===== src/rtl/adc_seq_pkg.sv =====
package adc_seq_pkg;
  localparam int CHAN_W = 4;
  localparam logic [CHAN_W-1:0] CH_MAX_OK = 4'd12;
  localparam logic [CHAN_W-1:0] CH_STOP   = 4'd15;

  typedef enum logic [1:0] {ST_IDLE, ST_FETCH, ST_DATA, ST_CONV} seq_state_e;

  // packed MSB first: flag is bit 7, chan is bits 3..0
  typedef struct packed {
    logic              flag;
    logic              dma;
    logic              cont;
    logic              single;
    logic [CHAN_W-1:0] chan;
  } ctrl_t;

  localparam int REG_W = $bits(ctrl_t);

  function automatic logic chan_ok(input logic [CHAN_W-1:0] c);
    return c <= CH_MAX_OK;
  endfunction
endpackage


===== src/rtl/adc_seq_reg.sv =====
module adc_seq_reg
  import adc_seq_pkg::*;
(
  input  logic  clk_i,
  input  logic  rst_ni,
  input  logic  wr_i,
  input  ctrl_t wdata_i,
  input  logic  busy_i,
  input  logic  irq_ack_i,
  input  logic  flag_set_i,
  input  logic  single_clr_i,
  input  logic  dma_clr_i,
  output ctrl_t ctrl_o
);
  ctrl_t ctrl_q;
  logic  single_ok;

  // single start accepted only when idle, not in sequence mode, on a legal channel
  assign single_ok = wdata_i.single && !wdata_i.dma && chan_ok(wdata_i.chan);

  always_ff @(posedge clk_i or negedge rst_ni) begin
    if (!rst_ni) begin
      ctrl_q <= '0;
    end else begin
      if (wr_i) begin
        ctrl_q.flag <= wdata_i.flag;
        ctrl_q.dma  <= wdata_i.dma;
        ctrl_q.cont <= wdata_i.cont;
        ctrl_q.chan <= wdata_i.chan;
        if (!busy_i) ctrl_q.single <= single_ok;
      end
      // later assignments take priority: hardware over software
      if (irq_ack_i)    ctrl_q.flag   <= 1'b0;
      if (flag_set_i)   ctrl_q.flag   <= 1'b1;
      if (single_clr_i) ctrl_q.single <= 1'b0;
      if (dma_clr_i)    ctrl_q.dma    <= 1'b0;
    end
  end

  assign ctrl_o = ctrl_q;

  p_flag_set_r4: assert property (@(posedge clk_i) disable iff (!rst_ni)
    flag_set_i |=> ctrl_q.flag);
  p_ack_clr_r5: assert property (@(posedge clk_i) disable iff (!rst_ni)
    (irq_ack_i && !flag_set_i) |=> !ctrl_q.flag);
  p_single_clr_r3: assert property (@(posedge clk_i) disable iff (!rst_ni)
    single_clr_i |=> !ctrl_q.single);
  p_dma_clr_r9: assert property (@(posedge clk_i) disable iff (!rst_ni)
    dma_clr_i |=> !ctrl_q.dma);
  p_busy_hold_r7: assert property (@(posedge clk_i) disable iff (!rst_ni)
    (wr_i && busy_i && !single_clr_i) |=> (ctrl_q.single == $past(ctrl_q.single)));
endmodule


===== src/rtl/adc_seq_ptr.sv =====
module adc_seq_ptr #(
  parameter int ADDR_W = 6
) (
  input  logic              clk_i,
  input  logic              rst_ni,
  input  logic              clr_i,
  input  logic              inc_i,
  output logic [ADDR_W-1:0] addr_o
);
  logic [ADDR_W-1:0] addr_q;

  always_ff @(posedge clk_i or negedge rst_ni) begin
    if (!rst_ni)    addr_q <= '0;
    else if (clr_i) addr_q <= '0;
    else if (inc_i) addr_q <= addr_q + 1'b1;
  end

  assign addr_o = addr_q;
endmodule


===== src/rtl/adc_seq_fsm.sv =====
module adc_seq_fsm
  import adc_seq_pkg::*;
(
  input  logic              clk_i,
  input  logic              rst_ni,
  input  logic              dma_en_i,
  input  logic              cont_en_i,
  input  logic              single_en_i,
  input  logic [CHAN_W-1:0] sel_chan_i,
  input  logic              conv_done_i,
  input  logic [CHAN_W-1:0] mem_data_i,
  output logic              conv_start_o,
  output logic [CHAN_W-1:0] conv_chan_o,
  output logic              mem_rd_o,
  output logic              ptr_inc_o,
  output logic              ptr_clr_o,
  output logic              busy_o,
  output logic              flag_set_o,
  output logic              single_clr_o,
  output logic              dma_clr_o
);
  seq_state_e        state_q, state_d;
  logic              start_q, start_d;
  logic [CHAN_W-1:0] chan_q, chan_d;
  logic              cur_dma_q, cur_dma_d;
  logic              cur_single_q, cur_single_d;

  always_comb begin
    state_d      = state_q;
    start_d      = 1'b0;
    chan_d       = chan_q;
    cur_dma_d    = cur_dma_q;
    cur_single_d = cur_single_q;
    ptr_inc_o    = 1'b0;
    ptr_clr_o    = 1'b0;
    flag_set_o   = 1'b0;
    single_clr_o = 1'b0;
    dma_clr_o    = 1'b0;
    unique case (state_q)
      ST_IDLE: begin
        if (dma_en_i) begin
          state_d      = ST_FETCH;
          cur_dma_d    = 1'b1;
          cur_single_d = 1'b0;
        end else if ((single_en_i || cont_en_i) && chan_ok(sel_chan_i)) begin
          state_d      = ST_CONV;
          start_d      = 1'b1;
          chan_d       = sel_chan_i;
          cur_dma_d    = 1'b0;
          cur_single_d = single_en_i;
        end
      end
      ST_FETCH: state_d = ST_DATA;
      ST_DATA: begin
        if (mem_data_i == CH_STOP) begin
          state_d    = ST_IDLE;
          cur_dma_d  = 1'b0;
          ptr_clr_o  = 1'b1;
          dma_clr_o  = 1'b1;
          flag_set_o = 1'b1;
        end else if (chan_ok(mem_data_i)) begin
          state_d   = ST_CONV;
          start_d   = 1'b1;
          chan_d    = mem_data_i;
          ptr_inc_o = 1'b1;
        end else begin
          // reserved code inside a sequence: skip it
          state_d   = ST_FETCH;
          ptr_inc_o = 1'b1;
        end
      end
      ST_CONV: begin
        if (conv_done_i) begin
          if (cur_dma_q) begin
            state_d = ST_FETCH;
          end else begin
            state_d      = ST_IDLE;
            flag_set_o   = 1'b1;
            single_clr_o = cur_single_q;
          end
        end
      end
      default: state_d = ST_IDLE;
    endcase
  end

  always_ff @(posedge clk_i or negedge rst_ni) begin
    if (!rst_ni) begin
      state_q      <= ST_IDLE;
      start_q      <= 1'b0;
      chan_q       <= '0;
      cur_dma_q    <= 1'b0;
      cur_single_q <= 1'b0;
    end else begin
      state_q      <= state_d;
      start_q      <= start_d;
      chan_q       <= chan_d;
      cur_dma_q    <= cur_dma_d;
      cur_single_q <= cur_single_d;
    end
  end

  assign conv_start_o = start_q;
  assign conv_chan_o  = chan_q;
  assign mem_rd_o     = (state_q == ST_FETCH);
  assign busy_o       = (state_q != ST_IDLE);

  p_start_pulse_r11: assert property (@(posedge clk_i) disable iff (!rst_ni)
    conv_start_o |=> !conv_start_o);
  p_one_inflight_r11: assert property (@(posedge clk_i) disable iff (!rst_ni)
    (state_q == ST_CONV && !conv_done_i) |=> !conv_start_o);
  p_chan_hold_r11: assert property (@(posedge clk_i) disable iff (!rst_ni)
    (state_q == ST_CONV && !conv_start_o) |-> $stable(conv_chan_o));
  p_no_reserved_r8: assert property (@(posedge clk_i) disable iff (!rst_ni)
    conv_start_o |-> chan_ok(conv_chan_o));
  p_mem_chan_r9: assert property (@(posedge clk_i) disable iff (!rst_ni)
    (state_q == ST_DATA && chan_ok(mem_data_i))
      |=> (conv_start_o && conv_chan_o == $past(mem_data_i)));
  p_rd_pulse_r9: assert property (@(posedge clk_i) disable iff (!rst_ni)
    mem_rd_o |=> !mem_rd_o);
  p_dma_first_r10: assert property (@(posedge clk_i) disable iff (!rst_ni)
    (state_q == ST_IDLE && dma_en_i) |=> (!conv_start_o && mem_rd_o));
endmodule


===== src/rtl/adc_seq_ctrl.sv =====
module adc_seq_ctrl
  import adc_seq_pkg::*;
#(
  parameter int ADDR_W = 6
) (
  input  logic              clk_i,
  input  logic              rst_ni,
  input  logic              reg_wr_i,
  input  logic [REG_W-1:0]  reg_wdata_i,
  output logic [REG_W-1:0]  reg_rdata_o,
  input  logic              irq_ack_i,
  output logic              irq_o,
  output logic              conv_start_o,
  output logic [CHAN_W-1:0] conv_chan_o,
  input  logic              conv_done_i,
  output logic              mem_rd_o,
  output logic [ADDR_W-1:0] mem_addr_o,
  input  logic [CHAN_W-1:0] mem_data_i
);
  ctrl_t ctrl, wdata;
  logic  busy, flag_set, single_clr, dma_clr, ptr_inc, ptr_clr;

  assign wdata = ctrl_t'(reg_wdata_i);

  adc_seq_reg u_reg (
    .clk_i       (clk_i),
    .rst_ni      (rst_ni),
    .wr_i        (reg_wr_i),
    .wdata_i     (wdata),
    .busy_i      (busy),
    .irq_ack_i   (irq_ack_i),
    .flag_set_i  (flag_set),
    .single_clr_i(single_clr),
    .dma_clr_i   (dma_clr),
    .ctrl_o      (ctrl)
  );

  adc_seq_fsm u_fsm (
    .clk_i       (clk_i),
    .rst_ni      (rst_ni),
    .dma_en_i    (ctrl.dma),
    .cont_en_i   (ctrl.cont),
    .single_en_i (ctrl.single),
    .sel_chan_i  (ctrl.chan),
    .conv_done_i (conv_done_i),
    .mem_data_i  (mem_data_i),
    .conv_start_o(conv_start_o),
    .conv_chan_o (conv_chan_o),
    .mem_rd_o    (mem_rd_o),
    .ptr_inc_o   (ptr_inc),
    .ptr_clr_o   (ptr_clr),
    .busy_o      (busy),
    .flag_set_o  (flag_set),
    .single_clr_o(single_clr),
    .dma_clr_o   (dma_clr)
  );

  adc_seq_ptr #(.ADDR_W(ADDR_W)) u_ptr (
    .clk_i (clk_i),
    .rst_ni(rst_ni),
    .clr_i (ptr_clr),
    .inc_i (ptr_inc),
    .addr_o(mem_addr_o)
  );

  assign reg_rdata_o = REG_W'(ctrl);
  assign irq_o       = ctrl.flag;

  p_irq_mirror_r2: assert property (@(posedge clk_i) disable iff (!rst_ni)
    irq_o == reg_rdata_o[REG_W-1]);
endmodule


===== config.mk =====
export PLATFORM = sky130hd
export DESIGN_NAME = adc_seq_ctrl
export DESIGN_NICKNAME = d
export VERILOG_FILES = /design/src/rtl/adc_seq_pkg.sv /design/src/rtl/adc_seq_reg.sv /design/src/rtl/adc_seq_ptr.sv /design/src/rtl/adc_seq_fsm.sv /design/src/rtl/adc_seq_ctrl.sv
export SDC_FILE = /design/constraint.sdc
export NUM_CORES = 1
export LEC_CHECK = 0
export BUFFER_PORTS_ARGS = -buffer_cell sky130_fd_sc_hd__clkbuf_2
export CAP_MARGIN = 20
export CORE_MARGIN = 1
export CORE_UTILIZATION = 49
export CTS_CLUSTER_DIAMETER = 150
export CTS_CLUSTER_SIZE = 40
export DETAILED_ROUTE_END_ITERATION = 8
export GPL_ROUTABILITY_DRIVEN = 0
export PLACE_DENSITY_LB_ADDON = 0.12
export SETUP_SLACK_MARGIN = 0.4
export SLEW_MARGIN = 10
export SYNTH_ARGS = -nofsm -noshare
export SYNTH_HDL_FRONTEND = slang
export SYNTH_SLANG_ARGS = --single-unit

===== constraint.sdc =====
create_clock -name clk_i -period 2.1 [get_ports clk_i]
set_clock_uncertainty 0.1 [all_clocks]
set_input_delay 0.63 -clock clk_i [delete_from_list [all_inputs] [get_ports clk_i]]
set_output_delay 0.63 -clock clk_i [all_outputs]
set_load 0.05 [all_outputs]

* Word level (Yosys, flattened, before mapping) *
Index checks and enable logic that the tools add are counted.

word-level totals
  logic and storage cells = 86
  output and inout bits = 21
  input port bits = 17
  register bits after elaboration = 23

operators by class
  reductions and logical operators = 18
  add/subtract/negate cells = 1
  equality and inequality tests = 12
  mux-type cells = 41
  order comparisons = 3

operator list
  cell                                                 number
  two-way mux 1 bit                                    24
  two-way mux 4 bit                                    4
  <= comparator 4 bit, second input constant           3
  two-way mux 6 bit                                    2
  nonzero test 2 bit                                   6
  two-way mux 2 bit                                    5
  two-way mux 8 bit                                    1
  != test 2 bit, second input constant                 4
  one-hot mux 2 bit (4 select lines)                   1
  one-hot mux 4 bit (2 select lines)                   1
  adder 6 x 1 -> 6 bit, second input constant          1
  != test 2 x 1 -> 1 bit, second input constant        3
  one-hot mux 1 bit (2 select lines)                   3
  AND reduction 2 bit                                  3
  AND reduction 5 bit                                  1
  equality test 2 bit, second input constant           2
  equality test 4 bit, second input constant           1
  logical AND 1 bit                                    3
  != test 3 x 2 -> 1 bit, second input constant        1
  AND reduction 3 bit                                  1
  nonzero test 3 bit                                   1
  equality test 2 x 1 -> 1 bit, second input constant  1
  zero test 2 bit                                      1
  zero test 1 bit                                      1
  logical OR 1 bit                                     1

* Depth between registers and ports, before layout *
  depth in word-level cells = 7
  mapped depth = 5

* By module *
Synthesis repeated with hierarchy kept, for this count alone.

second synthesis, totals
  cell total of the unflattened synthesis = 109
  area total of the unflattened synthesis = 1167.4 sq um

modules (own cells, without submodules)
  module        area each (sq um)  cells an instance  sequential area each (sq um)  times used
  adc_seq_fsm   554.3              60                 225.2                         1
  adc_seq_reg   336.6              24                 200.2                         1
  adc_seq_ptr   269.0              24                 150.1                         1
  adc_seq_ctrl  7.5                1                  0.0                           1

* Worst setup path after synthesis *
Ideal clock, no wire load.

  path kind = reg-to-output
  start = register u_fsm.state_q[0]
  end = output mem_rd_o
  stages on the path, launching flop included = 3
  arrival = 1.128 ns
  path slack = 0.242 ns
  required time = 1.370 ns
  cells stage by stage = dfrtp_1 inv_2 nor2_1

on the way
  longest elaborated chain between the ends = 1

RTL lines
  item                          line                text
  start, declared               adc_seq_fsm.sv:22   seq_state_e state_q, state_d;
  start signal, assigned        adc_seq_fsm.sv:95   state_q <= state_d;
  equality test 2 x 1 -> 1 bit  adc_seq_fsm.sv:105  assign mem_rd_o = (state_q == ST_FETCH);
  end, declared                 adc_seq_ctrl.sv:16  output logic mem_rd_o,

Every way passes these cells.

* Worst setup path in the final report *
  start = register u_fsm.state_q[1]
  end = output mem_rd_o

Same word-level chain as after synthesis.

==> summary.txt <==
STA
  • Peak Freq: 573 MHz
  • Final WS setup: 354 ps
  • # setup viols final: 0
  • Crit path time final: 1750 ps
  • Setup TNS: 0 ps
  • Count of pins over their slew limit: 0
  • Final period utilization: 0.831
  • Worst Tran Pin Value: 545 ps
  • RSZ-0062 raised after global routing: yes
  • Final hold vios: 0
  • Slew HR: 0.636

Global route
  • Largest net degree at the start of global routing: 24
  • Vias in the first global route: 885
  • Grt total ovfl: 0
  • First-pass GRT wire length: 4.02 mm
  • Gr usage total: 0.218
  • Initial antenna violation count: 0

CTS
  • Clock latency on the worst-skew pair: 310 ps
  • Root buf cell: clkbuf_4
  • H-tree depth: 1
  • CTS max path bufs: 2
  • Clk slew on worst S/H paths: 120 ps
  • Post-CTS Hold Buffers: 0
  • CTS tree: done
  • TritonCTS Buffers: 3
  • Clock sinks: 23

Power and ir drop
  • Lkg Pwr: 0.773 nW
  • Switching power total: 1.23 mW
  • Int Pwr: 1.41 mW
  • P per Cell Area: 1680 nW/um2
  • Combinational group share of total power: 0.629
  • Clock power share: 0.076
  • VDD IR max: 1.11 mV
  • Flop pwr share: 0.295
  • Net Sw Frac: 0.466

Synth
  • Synth Register Bits: 23
  • Yosys warns: 0
  • Average cell area after synthesis: 11.9 um2
  • Syn_nets: 113
  • Area leader, netlist: dfrtp_1
  • Sequential fraction of the synthesis area: 0.509
  • Cell variety after synth: 31
  • Yosys top cell area share: 0.509
  • Cell Area, Synth: 1130 um2
  • Post-Syn Instances: 95
  • Largest cells by area after synthesis: dfrtp_1 (51%), mux2_4 (11%), mux2_2 (6.0%)

Routing
  • Via count: 905
  • Wire per inst: 14.6 um
  • DRC Markers: 0
  • Pre-antenna DRT Iters: 6
  • Overall routed net length: 2.48 mm
  • Iteration-0 DRC Markers: 12
  • Via-to-Cell Ratio: 5.32
  • Routed Antenna Nets: 0

Floorplan
  • Die Ht: 50.0 um
  • I/O pin count: 38
  • Row count: 17
  • Core box area: 2190 um2
  • Die X: 50.0 um
  • Initial Util: 0.516
  • Die ar.: 2500 um2

Setup path
  • Critical Path Source Type: register
  • Crit Path Category: register to primary output
  • Crit-path slowest cell: dfrtp_2
  • CP max FO: 2
  • Critical-path cell list: nor2_4, buf_8
  • Arrival @ worst endpoint: 1020 ps
  • Critical Path End Type: primary output
  • Critical Path Max Stage Delay: 450 ps
  • FF-to-FF path depth: 5
  • Worst EP required: 1370 ps
  • R2R Setup Slk: 420 ps

Cells and area
  • Share of layout cells above drive strength 1: 0.535
  • Diode count: 0
  • Layout area overhead: 39.0%
  • Most frequent cells in the layout: clkbuf_2 (17), buf_4 (17), dfrtp_1 (17)
  • Nets@finish: 161

Min path
  • Hold Path Class: input pin to async pin

Outcome
  • Outcome: completed

Place
  • Dpl ws: 382 ps
  • # port buffers: 37
  • HPWL Detailed: 1.73 mm

Flow run
  • Max Cap Viol: 0
==> worst max-delay path: cells and delay by family, from the launching register on <==
kind / cells / cell delay, ps
buffers and inverters: 1 / 150
and+or+nand+nor: 1 / 120
DFF: 1 / 450
==> cell families after synthesis <==
family | after synthesis | share of synthesized area
compound gates | 16 | 0.108
xor+xnor | 4 | 0.0310
fa+ha+maj | 1 | 0.0111
buf+inv | 9 | 0.0498
flops | 23 | 0.509
mux | 16 | 0.184
simple gates | 26 | 0.107
==> what timing repair did <==
action | CTS | global route
endpoints found under the hold margin | 0 | 0
resized for setup | 31 | 18
setup buffers | 6 | 4
pin swaps | 0 | 2
endpoints found under the setup margin | 19 | 18
==> power groups by stage <==
stage / Sequential, mW / Combinational [mW] / Clock (mW)
CTS: 0.765 / 1.56 / 0.208
floorplan: 1.18 / 0.678 / 0
global route: 0.803 / 1.76 / 0.224
global placement: 0.787 / 1.30 / 0
detailed placement: 0.794 / 1.32 / 0
finish: 0.779 / 1.66 / 0.201
==> cell usage after synthesis <==
cell type	instances
and3_1	1
mux2_4	8
nor2b_1	1
inv_1	2
or3_1	1
a31oi_1	1
ha_1	1
xor2_1	4
o21ai_1	1
nor2_1	9
a21oi_1	2
dfrtp_1	23
inv_2	1
clkbuf_1	1
nand4_1	3
o21a_1	1
a22oi_4	1
o211ai_1	3
o21ai_0	3
mux2i_1	2
a2bb2oi_1	1
a22o_1	1
buf_4	4
buf_6	1
nand3b_1	1
a21o_1	1
nand2_1	7
mux2_2	6
a32o_1	1
nor3_1	2
and2_1	1
==> path summary, 6_finish.rpt <==
path / from / end
max in group asynchronous: rst_ni / u_reg.ctrl_o[1]$_DFFE_PN0P_
worst max-delay path: u_fsm.state_q[1]$_DFFE_PN0P_ / mem_rd_o
worst max register to register: u_fsm.state_q[1]$_DFFE_PN0P_ / u_fsm.conv_chan_o[3]$_DFFE_PN0P_
worst min-delay path: rst_ni / u_fsm.state_q[0]$_DFFE_PN0P_
min in group clk_i: u_fsm.conv_chan_o[0]$_DFFE_PN0P_ / u_fsm.conv_chan_o[0]$_DFFE_PN0P_
worst min register to register: u_fsm.conv_chan_o[0]$_DFFE_PN0P_ / u_fsm.conv_chan_o[0]$_DFFE_PN0P_
==> per-stage QoR <==
stage                util  cells  total power, mW  hold WS [ps]  instance area, um2
floorplan               -     95             1.86           234                1140
global placement    0.607    156             2.09           393                1330
detailed placement  0.607    156             2.11           389                1330
CTS                 0.693    166             2.53           200                1520
global route        0.718    170             2.79           224                1570
finish              0.718    170             2.64           179                1570
==> sequential cells by signal, indices dropped and copies added, names as in the netlist <==
| signal | cells |
|---|---|
| u_reg.ctrl_o | 8 |
| u_ptr.addr_o | 6 |
| u_fsm.conv_chan_o | 4 |
| u_fsm.state_q | 2 |
| u_fsm.conv_start_o | 1 |
| u_fsm.cur_dma_q | 1 |
| u_fsm.cur_single_q | 1 |
==> per-layer routing <==
layer  vias up  track usage  routed length, um
met5         -            0                  0
met4         0       0.0905                 68
met3         6       0.0679                 96
met2        22        0.358               1270
met1       449        0.261               1050
li1        428            -                  -
==> layout make-up <==
class	count	area, um2
fillers	171	618
flip-flops and latches	23	583
multi-input cells	63	512
repair buffers	49	405
clock buffers	4	26.3
well taps	28	35.0
inverters	3	11.3
Power figures use the tool's default switching activity.
